[config.mk]
export PLATFORM = sky130hd
export DESIGN_NAME = spi_frame_master
export DESIGN_NICKNAME = d
export VERILOG_FILES = /design/src/rtl/spi_frame_master.sv
export SDC_FILE = /design/constraint.sdc
export NUM_CORES = 1
export LEC_CHECK = 0
export BUFFER_PORTS_ARGS = -buffer_cell sky130_fd_sc_hd__buf_4
export CORE_AREA = 2 2 112 114
export CTS_CLUSTER_SIZE = 8
export DETAILED_ROUTE_END_ITERATION = 10
export DIE_AREA = 0 0 114 116
export PLACE_DENSITY = 0.76
export SLEW_MARGIN = 10
export SYNTH_ARGS = -nofsm -noshare
export SYNTH_HDL_FRONTEND = slang
export SYNTH_SLANG_ARGS = --single-unit
[constraint.sdc]
create_clock -name clk -period 2.4 [get_ports clk]
set_input_delay 0.12 -clock clk [delete_from_list [all_inputs] [get_ports clk]]
set_output_delay 0.12 -clock clk [all_outputs]
set_load 0.03 [all_outputs]
[src/rtl/spi_frame_master.sv]
module spi_frame_master #(
  parameter int DW   = 16,
  parameter int SCRW = 8,
  parameter int PSW  = 8,
  localparam int SW  = $clog2(DW)
) (
  input  logic            clk,
  input  logic            rst_n,
  input  logic            enable,
  input  logic            cpol,
  input  logic            cpha,
  input  logic [SW-1:0]   size_code,
  input  logic [SCRW-1:0] scr,
  input  logic [PSW-1:0]  prescale,
  input  logic            loopback,
  input  logic [DW-1:0]   tx_data,
  input  logic            tx_valid,
  output logic            tx_ready,
  output logic [DW-1:0]   rx_data,
  output logic            rx_valid,
  output logic            sclk,
  output logic            mosi,
  input  logic            miso,
  output logic            cs_n
);
  localparam int EW = $clog2(2*DW+1);
  localparam int HW = PSW-1;

  logic            busy_q, cs_q, sclk_q, cpha_q, lb_q, rx_valid_q;
  logic [SW-1:0]   nm1_q;
  logic [SCRW-1:0] scr_q, scr_cnt;
  logic [HW-1:0]   half_q, pre_cnt;
  logic [EW-1:0]   ecnt;
  logic [DW-1:0]   tx_sh, rx_data_q;
  logic [DW-2:0]   rx_sh;

  wire [SW-1:0] nm1_in   = (size_code < SW'(3)) ? SW'(3) : size_code;
  wire [HW-1:0] ps_half  = HW'(prescale >> 1);
  wire [HW-1:0] half_in  = (ps_half == '0) ? '0 : ps_half - HW'(1);
  wire [EW-1:0] twon     = EW'({nm1_q, 1'b0}) + EW'(2);
  wire          accept   = tx_valid & enable & ~busy_q;
  wire          pre_wrap = (pre_cnt == half_q);
  wire          tick     = busy_q & pre_wrap & (scr_cnt == scr_q);
  wire          cap      = cpha_q ? ecnt[0] : ~ecnt[0];
  wire          at_end   = (ecnt == twon);
  wire          last_cap = cap & (ecnt == twon - (cpha_q ? EW'(1) : EW'(2)));
  wire          launch   = ~cap & ~(cpha_q & (ecnt == '0));
  wire          in_bit   = lb_q ? tx_sh[DW-1] : miso;
  wire [DW-1:0] rx_next  = {rx_sh, in_bit};

  always_ff @(posedge clk or negedge rst_n) begin
    if (!rst_n) begin
      busy_q     <= 1'b0;
      cs_q       <= 1'b1;
      sclk_q     <= 1'b0;
      cpha_q     <= 1'b0;
      lb_q       <= 1'b0;
      rx_valid_q <= 1'b0;
      nm1_q      <= '0;
      scr_q      <= '0;
      scr_cnt    <= '0;
      half_q     <= '0;
      pre_cnt    <= '0;
      ecnt       <= '0;
      tx_sh      <= '0;
      rx_sh      <= '0;
      rx_data_q  <= '0;
    end else begin
      rx_valid_q <= 1'b0;
      if (accept) begin
        busy_q  <= 1'b1;
        cs_q    <= 1'b0;
        sclk_q  <= cpol;
        cpha_q  <= cpha;
        lb_q    <= loopback;
        nm1_q   <= nm1_in;
        scr_q   <= scr;
        half_q  <= half_in;
        pre_cnt <= '0;
        scr_cnt <= '0;
        ecnt    <= '0;
        tx_sh   <= tx_data << (SW'(DW-1) - nm1_in);
        rx_sh   <= '0;
      end else if (busy_q) begin
        pre_cnt <= pre_wrap ? '0 : pre_cnt + HW'(1);
        if (pre_wrap) scr_cnt <= (scr_cnt == scr_q) ? '0 : scr_cnt + SCRW'(1);
        if (tick) begin
          if (at_end) begin
            busy_q <= 1'b0;
            cs_q   <= 1'b1;
          end else begin
            sclk_q <= ~sclk_q;
            ecnt   <= ecnt + EW'(1);
            if (cap) rx_sh <= rx_next[DW-2:0];
            if (last_cap) begin
              rx_data_q  <= rx_next;
              rx_valid_q <= 1'b1;
            end
            if (launch) tx_sh <= {tx_sh[DW-2:0], 1'b0};
          end
        end
      end
    end
  end

  assign tx_ready = enable & ~busy_q;
  assign sclk     = busy_q ? sclk_q : cpol;
  assign mosi     = busy_q & tx_sh[DW-1];
  assign cs_n     = cs_q;
  assign rx_data  = rx_data_q;
  assign rx_valid = rx_valid_q;
endmodule


## Yosys cells after proc, flatten, opt, wreduce, memory -nomap -nowiden

Index checks and enable logic that the tools add are counted.

- Output and inout port bits: 21
- Bits in registers: 93
- Logic and storage cells: 103

- Shift-type cells: 1
- Mux-type cells: 44
- Reduce and logical (&&, ||, !) cells: 14
- Equal/unequal tests: 5
- Bitwise logic cells: 16
- Order comparisons: 1
- Add/subtract/negate cells: 7

Operator list:

| operator | count |
|---|---|
| $mux 16 | 5 |
| $mux 15 | 5 |
| $mux 8 | 4 |
| $mux 7 | 4 |
| $mux 6 | 4 |
| $mux 1 | 20 |
| $shl 16x4->16 | 1 |
| $eq 6x6->1 | 2 |
| $reduce_bool 2->1 | 6 |
| $and 1x1->1 | 9 |
| $add 8x1->8 const B | 1 |
| $eq 8x8->1 | 1 |
| $reduce_and 4->1 | 2 |
| $add 7x1->7 const B | 1 |
| $eq 7x7->1 | 1 |
| $logic_not 7->1 | 1 |
| $not 1->1 | 7 |
| $sub 7x1->7 const B | 1 |
| $add 5x2->6 const B | 1 |
| $add 6x1->6 const B | 1 |
| $logic_not 6->1 | 1 |
| $reduce_and 3->1 | 2 |
| $sub 6x2->6 | 1 |
| $reduce_and 5->1 | 1 |
| 6 further kinds | 6 |

## Logic depth before layout (Yosys ltp)

Gate-level depths: netlist of the first run.

- Depth after elaboration: 9
- Gate-level depth with buffers: 10
- Gate-level depth less buffers: 8

## Worst setup path before layout of the first run

Ideal clock, no wire load.

- Kind: reg-to-reg
- Start point: register nm1_q[0]
- End point: register rx_data_q[10], in the netlist rx_data[10]
- Stages on the path, launching flop included: 10
- Buffers on the path: 2
- Period minus slack after synthesis: 2.591 ns
- Data arrival time: 2.466 ns
- Setup slack: -0.191 ns
- Data required time: 2.275 ns
- Path through: dfrtp_1 > ha_1 > xor2_1 > nor3_1 > o211ai_1 > xor2_1 > or4_1 > buf_6 > buf_12 > mux2_4

- Cells in the longest elaborated chain, start to end: 5
- Elaborated cells between the ends (all ways): 7
- Those cells by class: add/sub (2); eq/ne (2); bitwise (2); reduce/logical (1)

Ends and longest elaborated chain:

| item | RTL line | text |
|---|---|---|
| from (decl) | 30 | `logic [SW-1:0] nm1_q;` |
| from (signal assigned) | 76 | `nm1_q <= nm1_in;` |
| $add 5x2->6 * | 40 | `wire [EW-1:0] twon = EW'({nm1_q, 1'b0}) + EW'(2);` |
| $sub 6x2->6 | 46 | `wire last_cap = cap & (ecnt == twon - (cpha_q ? EW'(1) : EW'(2)));` |
| $eq 6x6->1 | 46 |  |
| $and 1x1->1 | 46 |  |
| $reduce_and 5->1 (no line) * | -- |  |
| to (signal assigned) | 96 | `rx_data_q <= rx_next;` |
| to (decl) | 34 | `logic [DW-1:0] tx_sh, rx_data_q;` |

Mark *: on every way between the ends. The rest lies on a longest branch, timed or not.
A chain may end at the register's enable or synchronous reset.

## Final worst setup path of the first run

- Start point: register nm1_q[0]
- End point: register rx_data_q[11], in the netlist rx_data[11]

Same word-level chain as after synthesis.

==> key figures, run 1 <==
Global routing
  • Largest net degree at the start of global routing: 66
  • First-pass GRT wire length: 21.95 mm
  • Vias in the first global route: 4497
  • Initial antenna violation count: 0
  • Gr ovfl total: 0
  • GRT Overall Usage: 20.73%

CTS
  • Htree depth: 3
  • Root Buffer: clkbuf_16
  • Total CTS buffers: 9
  • CTS tree: built
  • Clock transition at path regs: 0.07 ns
  • Worst-skew pair later-pin latency: 0.35 ns
  • Clock sink count: 93
  • CTS max path bufs: 2

Synthesis
  • Area contributors post-synth: dfrtp_1 (44%), nand2_1 (6.0%), o21ai_0 (5.1%), xnor2_1 (3.5%), mux2_4 (2.8%)
  • Asr flop ratio synth: 100.0%
  • Synth Warn #: 0
  • Post-synth EDFFs: 0
  • Synth cell types: 64
  • Synthesized net count: 616
  • Netlist Area Pre-Place: 5284 um^2
  • Synthesis-stage register bit count: 93
  • Post-synthesis instance total: 563
  • Synth area leader: dfrtp_1
  • Most common cell in the netlist: dfrtp_1
  • Post-synth top cells: dfrtp_1 (92), nand2_1 (85), o21ai_0 (54), nand3_1 (27), nor2_1 (26)
  • Area share of the largest cell type after synthesis: 43.57%
  • Most common flop cell mapped by yosys: dfrtp_1
  • Seq/Total Area, Yosys: 44.07%
  • Syn Area/Cell: 9.385 um^2

Floorplan
  • Row count: 40
  • Die area: 13220 um^2
  • Die W: 114 um
  • Die height: 116 um
  • I/O pin total: 65
  • Core area: 11910 um^2
  • Starting Density: 44.36%

Worst setup path
  • Worst reg2reg startpoint: nm1_q[0]
  • Reg-to-Reg End: rx_data[11]
  • Flop2flop setup slack: -0.18 ns
  • FF-to-FF path depth: 9
  • Max Fanout on Critical Path: 16
  • CP Data Required Time: 2.63 ns
  • Crit path arrival time: 2.81 ns
  • Critical path origin: nm1_q[0]
  • Startpoint types: flip-flop
  • Max stage delay cell, worst path: or4_4
  • Crit path kind: reg -> reg
  • CP Cell Sequence: ha_4, xor2_4, xnor2_2, buf_4, nand4_2, nand3_2, or4_4, buf_12, mux2_4
  • Worst path max stage delay: 0.56 ns
  • Crit end category: flip-flop
  • Worst setup path endpoint: rx_data[11]

Run status
  • Failing checks: setup timing
  • Outcome: finished with violations

Routing
  • WL/cell: 16.49 um
  • DRC Markers: 0
  • Vias per cell: 5.746
  • Via count: 4637
  • Final Routed Wirelength: 13.31 mm
  • Pre-antenna DRT Iters: 5
  • 1st-iter DRT viols: 266
  • Antenna viol nets, final: 0

Timing
  • Final Hold Viols: 0
  • WHS: 0.003170 ns
  • Min Tclk post-route: 2.583 ns
  • Final setup viols: 16
  • Fmax: 387.1 MHz
  • Setup TNS: -2.486 ns
  • RSZ-0062 raised after global routing: yes
  • Setup WS post-layout: -0.1835 ns
  • Max_slew headroom: 39.30%
  • Fin. max-slew vios: 0
  • Tcrit/Tclk final: 107.6%
  • Clock Skews: 0.006488 ns
  • Slew of the pin with the lowest slew margin: 0.9086 ns

Power
  • Power per Cell Area: 720.7 nW/um^2
  • LEAKAGE: 0.002989 uW
  • Worst VDD drop: 386.6 uV

Final layout
  • Nets: 708
  • Area delta synth->final: 24.60%
  • Filler Cells Inserted: 1050
  • Fin cells: 807
  • Share of cells above drive strength 1: 23.48%
  • Ant diodes: 0

Flow run
  • Max Cap Viol: 0

Place
  • Hpwl dp: 9.454 mm
  • PortBufs: 63
  • Place WS: -0.2064 ns
  • Gpl congestion: 0.9611
  • Dpl cells: 772

Hold path
  • Hold WC Path Type: in -> reg
[layer usage]
metal  global-route usage [%]  part of all wire (%)
met5                        0                     0
met2                    35.04                    48
met4                    7.236                   1.7
met3                    3.400                   5.1
met1                    27.18                    45
[placed cells by master (no fill, tap or decap), drive strengths merged, types with 13 or more instances in the layout]
cell type | synthesis | routed
mux2 | 20 | 20
inv | 11 | 13
nand3 | 29 | 29
xnor2 | 22 | 22
nor2 | 26 | 26
nand2 | 85 | 85
dfrtp | 92 | 92
a21oi | 21 | 21
o21ai | 55 | 55
buf | 4 | 98
[cells by family after synthesis]
| family | share of synthesized area, % |
|---|---|
| AOI/OAI and AO/OA | 18.09 |
| xor gates and xnor gates | 5.612 |
| adders and majority gates | 2.131 |
| buffers and inverters | 3.292 |
| DFF | 44.07 |
| muxes | 7.672 |
| and+or+nand+nor | 19.13 |
[worst max-delay path, delay by kind of cell (launching register included)]
family        cells  cell delay [ns]
mux               1             0.31
buf+inv           2             0.33
xor+xnor          2             0.38
fa+ha+maj         1             0.20
simple gates      3             0.80
flops             1             0.45
[flip-flops by register name, summed over array words and instances (netlist names)]
name,flops
busy_q,1
rx_sh,15
rx_valid,1
half_q,7
scr_cnt,8
sclk_q,1
cpha_q,1
ecnt,6
scr_q,8
cs_n,1
pre_cnt,7
lb_q,1
nm1_q,4
tx_sh,16
rx_data,16
[through the flow]
step / utilization [%] / total power, uW / cell area (um^2)
floorplan: - / 2845 / 5303
global placement: 50.76 / 3232 / 6046
detailed placement: 50.76 / 3318 / 6046
CTS: 54.39 / 4693 / 6479
global route: 55.27 / 5008 / 6584
finish: 55.27 / 4745 / 6584
[what timing repair did]
action,in CTS,in global routing
hold buffers,11,0
setup buffers,1,7
hold endpoints to repair,72,0
setup endpoints to repair,18,38
pin swaps,2,2
resized for setup,7,8
[final cells by class]
class                   count  area [um^2]  share of cell area, %
inverters                  12        45.04                 0.6842
clock inverters             6        47.55                 0.7222
flip-flops and latches     93         2330                  35.39
clock buffers              10        229.0                  3.478
repair buffers            109        874.6                  13.28
well taps                 147        183.9                  2.794
multi-input cells         430         2874                  43.65
[report_power, final]
part / switching (uW) / leakage (uW) / internal, uW
registers: 246 / 0.00121 / 1800
clock network: 620 / 0.000133 / 711
logic: 722 / 0.00165 / 644
[worst min path at each step]
| stage | start | cells after the start | endpoint |
|---|---|---|---|
| 3_3_place_gp | rst_n | 1 | scr_q[5] |
| 2_1_floorplan | rst_n | 0 | busy_q |
| 4_1_cts | cpha | 3 | cpha_q |
| 5_1_grt | cpha | 3 | cpha_q |
| 6_report | cpha | 3 | cpha_q |
| 3_5_place_dp | rst_n | 1 | scr_cnt[3] |
(Power assumes the default switching activity.)
==> run 2, diff against run 1 <==
==> constraint.sdc (replaced) <==
create_clock -name clk -period 2.4 [get_ports clk]
set_input_delay 0.36 -clock clk [delete_from_list [all_inputs] [get_ports clk]]
set_output_delay 0.36 -clock clk [all_outputs]
set_load 0.03 [all_outputs]
==> key figures, run 2 (same netlist as run 1, synthesis figures left out) <==
Routing
  • Met2 routed WL: 6.153 mm (was 6.435 mm)
  • Final Routed Wirelength: 12.86 mm (was 13.31 mm)
  • Top Layer Used: met4 (unchanged)
  • WL met3: 717 um (was 675 um)
  • Antenna viol nets, final: 0 (unchanged)
  • WL/cell: 16.13 um (was 16.49 um)
  • Via count: 4512 (was 4637)
  • M1 WL: 5.773 mm (was 5.979 mm)
  • 1st-iter DRT viols: 280 (was 266)
  • Vias per cell: 5.661 (was 5.746)
  • Pre-antenna DRT Iters: 5 (unchanged)
  • DRC Markers: 0 (unchanged)

Timing
  • Clock Skews: 0.007679 ns (was 0.006488 ns)
  • Min Tclk post-route: 2.578 ns (was 2.583 ns)
  • Final Hold Viols: 0 (unchanged)
  • Tcrit/Tclk final: 107.4% (was 107.6%)
  • Max_slew headroom: 63.47% (was 39.30%)
  • Fmax: 387.8 MHz (was 387.1 MHz)
  • Fin. max-slew vios: 0 (unchanged)
  • Setup WS post-layout: -0.1783 ns (was -0.1835 ns)
  • Final setup viols: 17 (was 16)
  • RSZ-0062 raised after global routing: yes (unchanged)
  • Slew of the pin with the lowest slew margin: 0.5480 ns (was 0.9086 ns)

Worst setup path
  • Crit end category: flip-flop (unchanged)
  • Critical path origin: nm1_q[1] (was nm1_q[0])
  • FF-to-FF path depth: 9 (unchanged)
  • Flop2flop setup slack: -0.18 ns (about the same)
  • Max Fanout on Critical Path: 8 (was 16)
  • Startpoint types: flip-flop (unchanged)
  • Crit path arrival time: 2.81 ns (about the same)
  • Worst reg2reg startpoint: nm1_q[1] (was nm1_q[0])
  • Crit path kind: reg -> reg (unchanged)
  • Reg-to-Reg End: rx_data[13] (was rx_data[11])
  • CP Data Required Time: 2.63 ns (about the same)

CTS
  • Clock sink count: 93 (unchanged)
  • CTS max path bufs: 2 (unchanged)
  • Worst-skew pair later-pin latency: 0.34 ns (was 0.35 ns)
  • CTS tree: built (unchanged)
  • Root Buffer: clkbuf_16 (unchanged)
  • Htree depth: 3 (unchanged)
  • Total CTS buffers: 9 (unchanged)
  • Clock transition at path regs: 0.07 ns (about the same)

Hold path
  • Hold path cells: 3 (unchanged)
  • Hold WC Path Type: in -> reg (unchanged)
  • Hold path endpoint: scr_q[2] (was cpha_q)
  • Hold path startpoint: scr[2] (was cpha)

Power
  • Post-route total power: 4979 uW (was 4745 uW)
  • Clock group share of total power: 30.7% (was 28.1%)
  • Combinational fraction of design power: 28.2% (was 28.8%)
  • LEAKAGE: 0.002984 uW (was 0.002989 uW)
  • Internal power: 3398 uW (was 3157 uW)
  • Sw Pwr: 1581 uW (was 1588 uW)
  • Sw Share: 31.76% (was 33.47%)
  • Part of the power in registers: 41.1% (was 43.2%)
  • Worst VDD drop: 367.1 uV (was 386.6 uV)
  • Power per Cell Area: 756.0 nW/um^2 (was 720.7 nW/um^2)

Flow run
  • Max Cap Viol: 0 (unchanged)

Global routing
  • First-pass GRT wire length: 21.02 mm (was 21.95 mm)
  • Gr ovfl total: 0 (unchanged)
  • Largest net degree at the start of global routing: 56 (was 66)
  • Vias in the first global route: 4391 (was 4497)
  • GRT Overall Usage: 19.83% (was 20.73%)
  • Initial antenna violation count: 0 (unchanged)

Floorplan
  • Die height: 116 um (unchanged)
  • Starting Density: 44.36% (unchanged)
  • Die area: 13220 um^2 (unchanged)
  • I/O pin total: 65 (unchanged)
  • Die W: 114 um (unchanged)
  • Core area: 11910 um^2 (unchanged)
  • Row count: 40 (unchanged)

Final layout
  • Filler Cells Inserted: 1037 (was 1050)
  • Commonest non-fill, non-tap cells in the layout: buf_4 (93), dfrtp_1 (90), nand2_1 (85) (was buf_4 (95), dfrtp_1 (91), nand2_1 (85))
  • Area delta synth->final: 24.65% (was 24.60%)
  • Area taken by flip-flops and latches: 2331 um^2 (was 2330 um^2)
  • Ant diodes: 0 (unchanged)
  • Share of cells above drive strength 1: 24.31% (was 23.48%)
  • Nets: 698 (was 708)
  • Area occupied by multi-input gates: 2899 um^2 (was 2874 um^2)
  • Fin cells: 797 (was 807)
  • Leading cell type in the layout, fill and taps excluded: buf_4 (unchanged)

Place
  • Dpl cells: 771 (was 772)
  • PortBufs: 63 (unchanged)
  • Gpl congestion: 0.9448 (was 0.9611)
  • Hpwl dp: 9.164 mm (was 9.454 mm)

Run status
  • Failing checks: setup timing (unchanged)
  • Outcome: finished with violations (unchanged)
-- run 2: cell count changes in the layout (fill, tap and decap cells not counted), moves of 2 or more --
cell,change
buf_4,-2
clkinv_4,-2
bufinv_16,+2
dlygate4sd3_1,-10
-- run 2: metal layers --
metal,global-route usage (%),up-vias
li1,-,2198
met1,26.92,2145
met2,32.22,154
met3,3.609,15
met4,6.748,0
met5,0,-
-- run 2: critical path: stages (launching register included) --
cell,delay (ns)
dfrtp_2,0.43
buf_4,0.15
ha_4,0.30
xor2_4,0.19
nor3_2,0.09
nand4_4,0.12
nand3_2,0.10
or4_4,0.59
clkbuf_16,0.19
mux2_4,0.29
-- run 2: layout make-up --
| class | count | area share, % |
|---|---|---|
| Multi-Input combinational cell | 430 | 44.02 |
| Sequential cell | 93 | 35.39 |
| Timing Repair Buffer | 99 | 12.22 |
| Clock buffer | 9 | 3.419 |
| Tap cell | 147 | 2.793 |
| Clock inverter | 7 | 1.482 |
| Inverter | 12 | 0.6839 |
-- run 2: timing repair --
item | CTS | global route
gates resized for setup | 7 | 11
buffers inserted | 1 | 7
endpoints found under the setup margin | 16 | 29
pin swaps | 1 | 12
hold endpoints to repair | 35 | 0
hold buffers | 1 | 0
gates cloned | 0 | 1
-- run 2: worst max-delay path by stage --
stage	end	cells after the start	slack, ns
floorplan	rx_data[10]	8	-0.09
global placement	rx_data[10]	7	-0.06
detailed placement	rx_data[8]	8	-0.17
CTS	rx_data[6]	8	-0.09
global route	rx_data[13]	9	-0.24
finish	rx_data[13]	9	-0.18
-- run 2: per-stage QoR --
step	worst slack, ns	instance area [um^2]	utilization [%]	hold slack, ns	setup TNS, ns
after CTS	-0.09313	6435	54.02	0.1936	-1.326
after global routing	-0.2412	6586	55.29	0.2012	-4.035
after floorplan	-0.08619	5303	-	0.06441	-0.8619
after detailed placement	-0.1656	6051	50.80	0.3578	-2.481
after global placement	-0.06117	6051	50.80	0.3554	-0.8137
final	-0.1783	6586	55.29	0.2012	-2.642
-- run 2: power by group through the flow --
stage	Clock, uW	Sequential, uW	Combinational, uW
detailed placement	0	2070	1240
floorplan	0	2010	838
finish	1530	2050	1410
global placement	0	2050	1190
global route	1630	2080	1560
CTS	1560	2040	1280
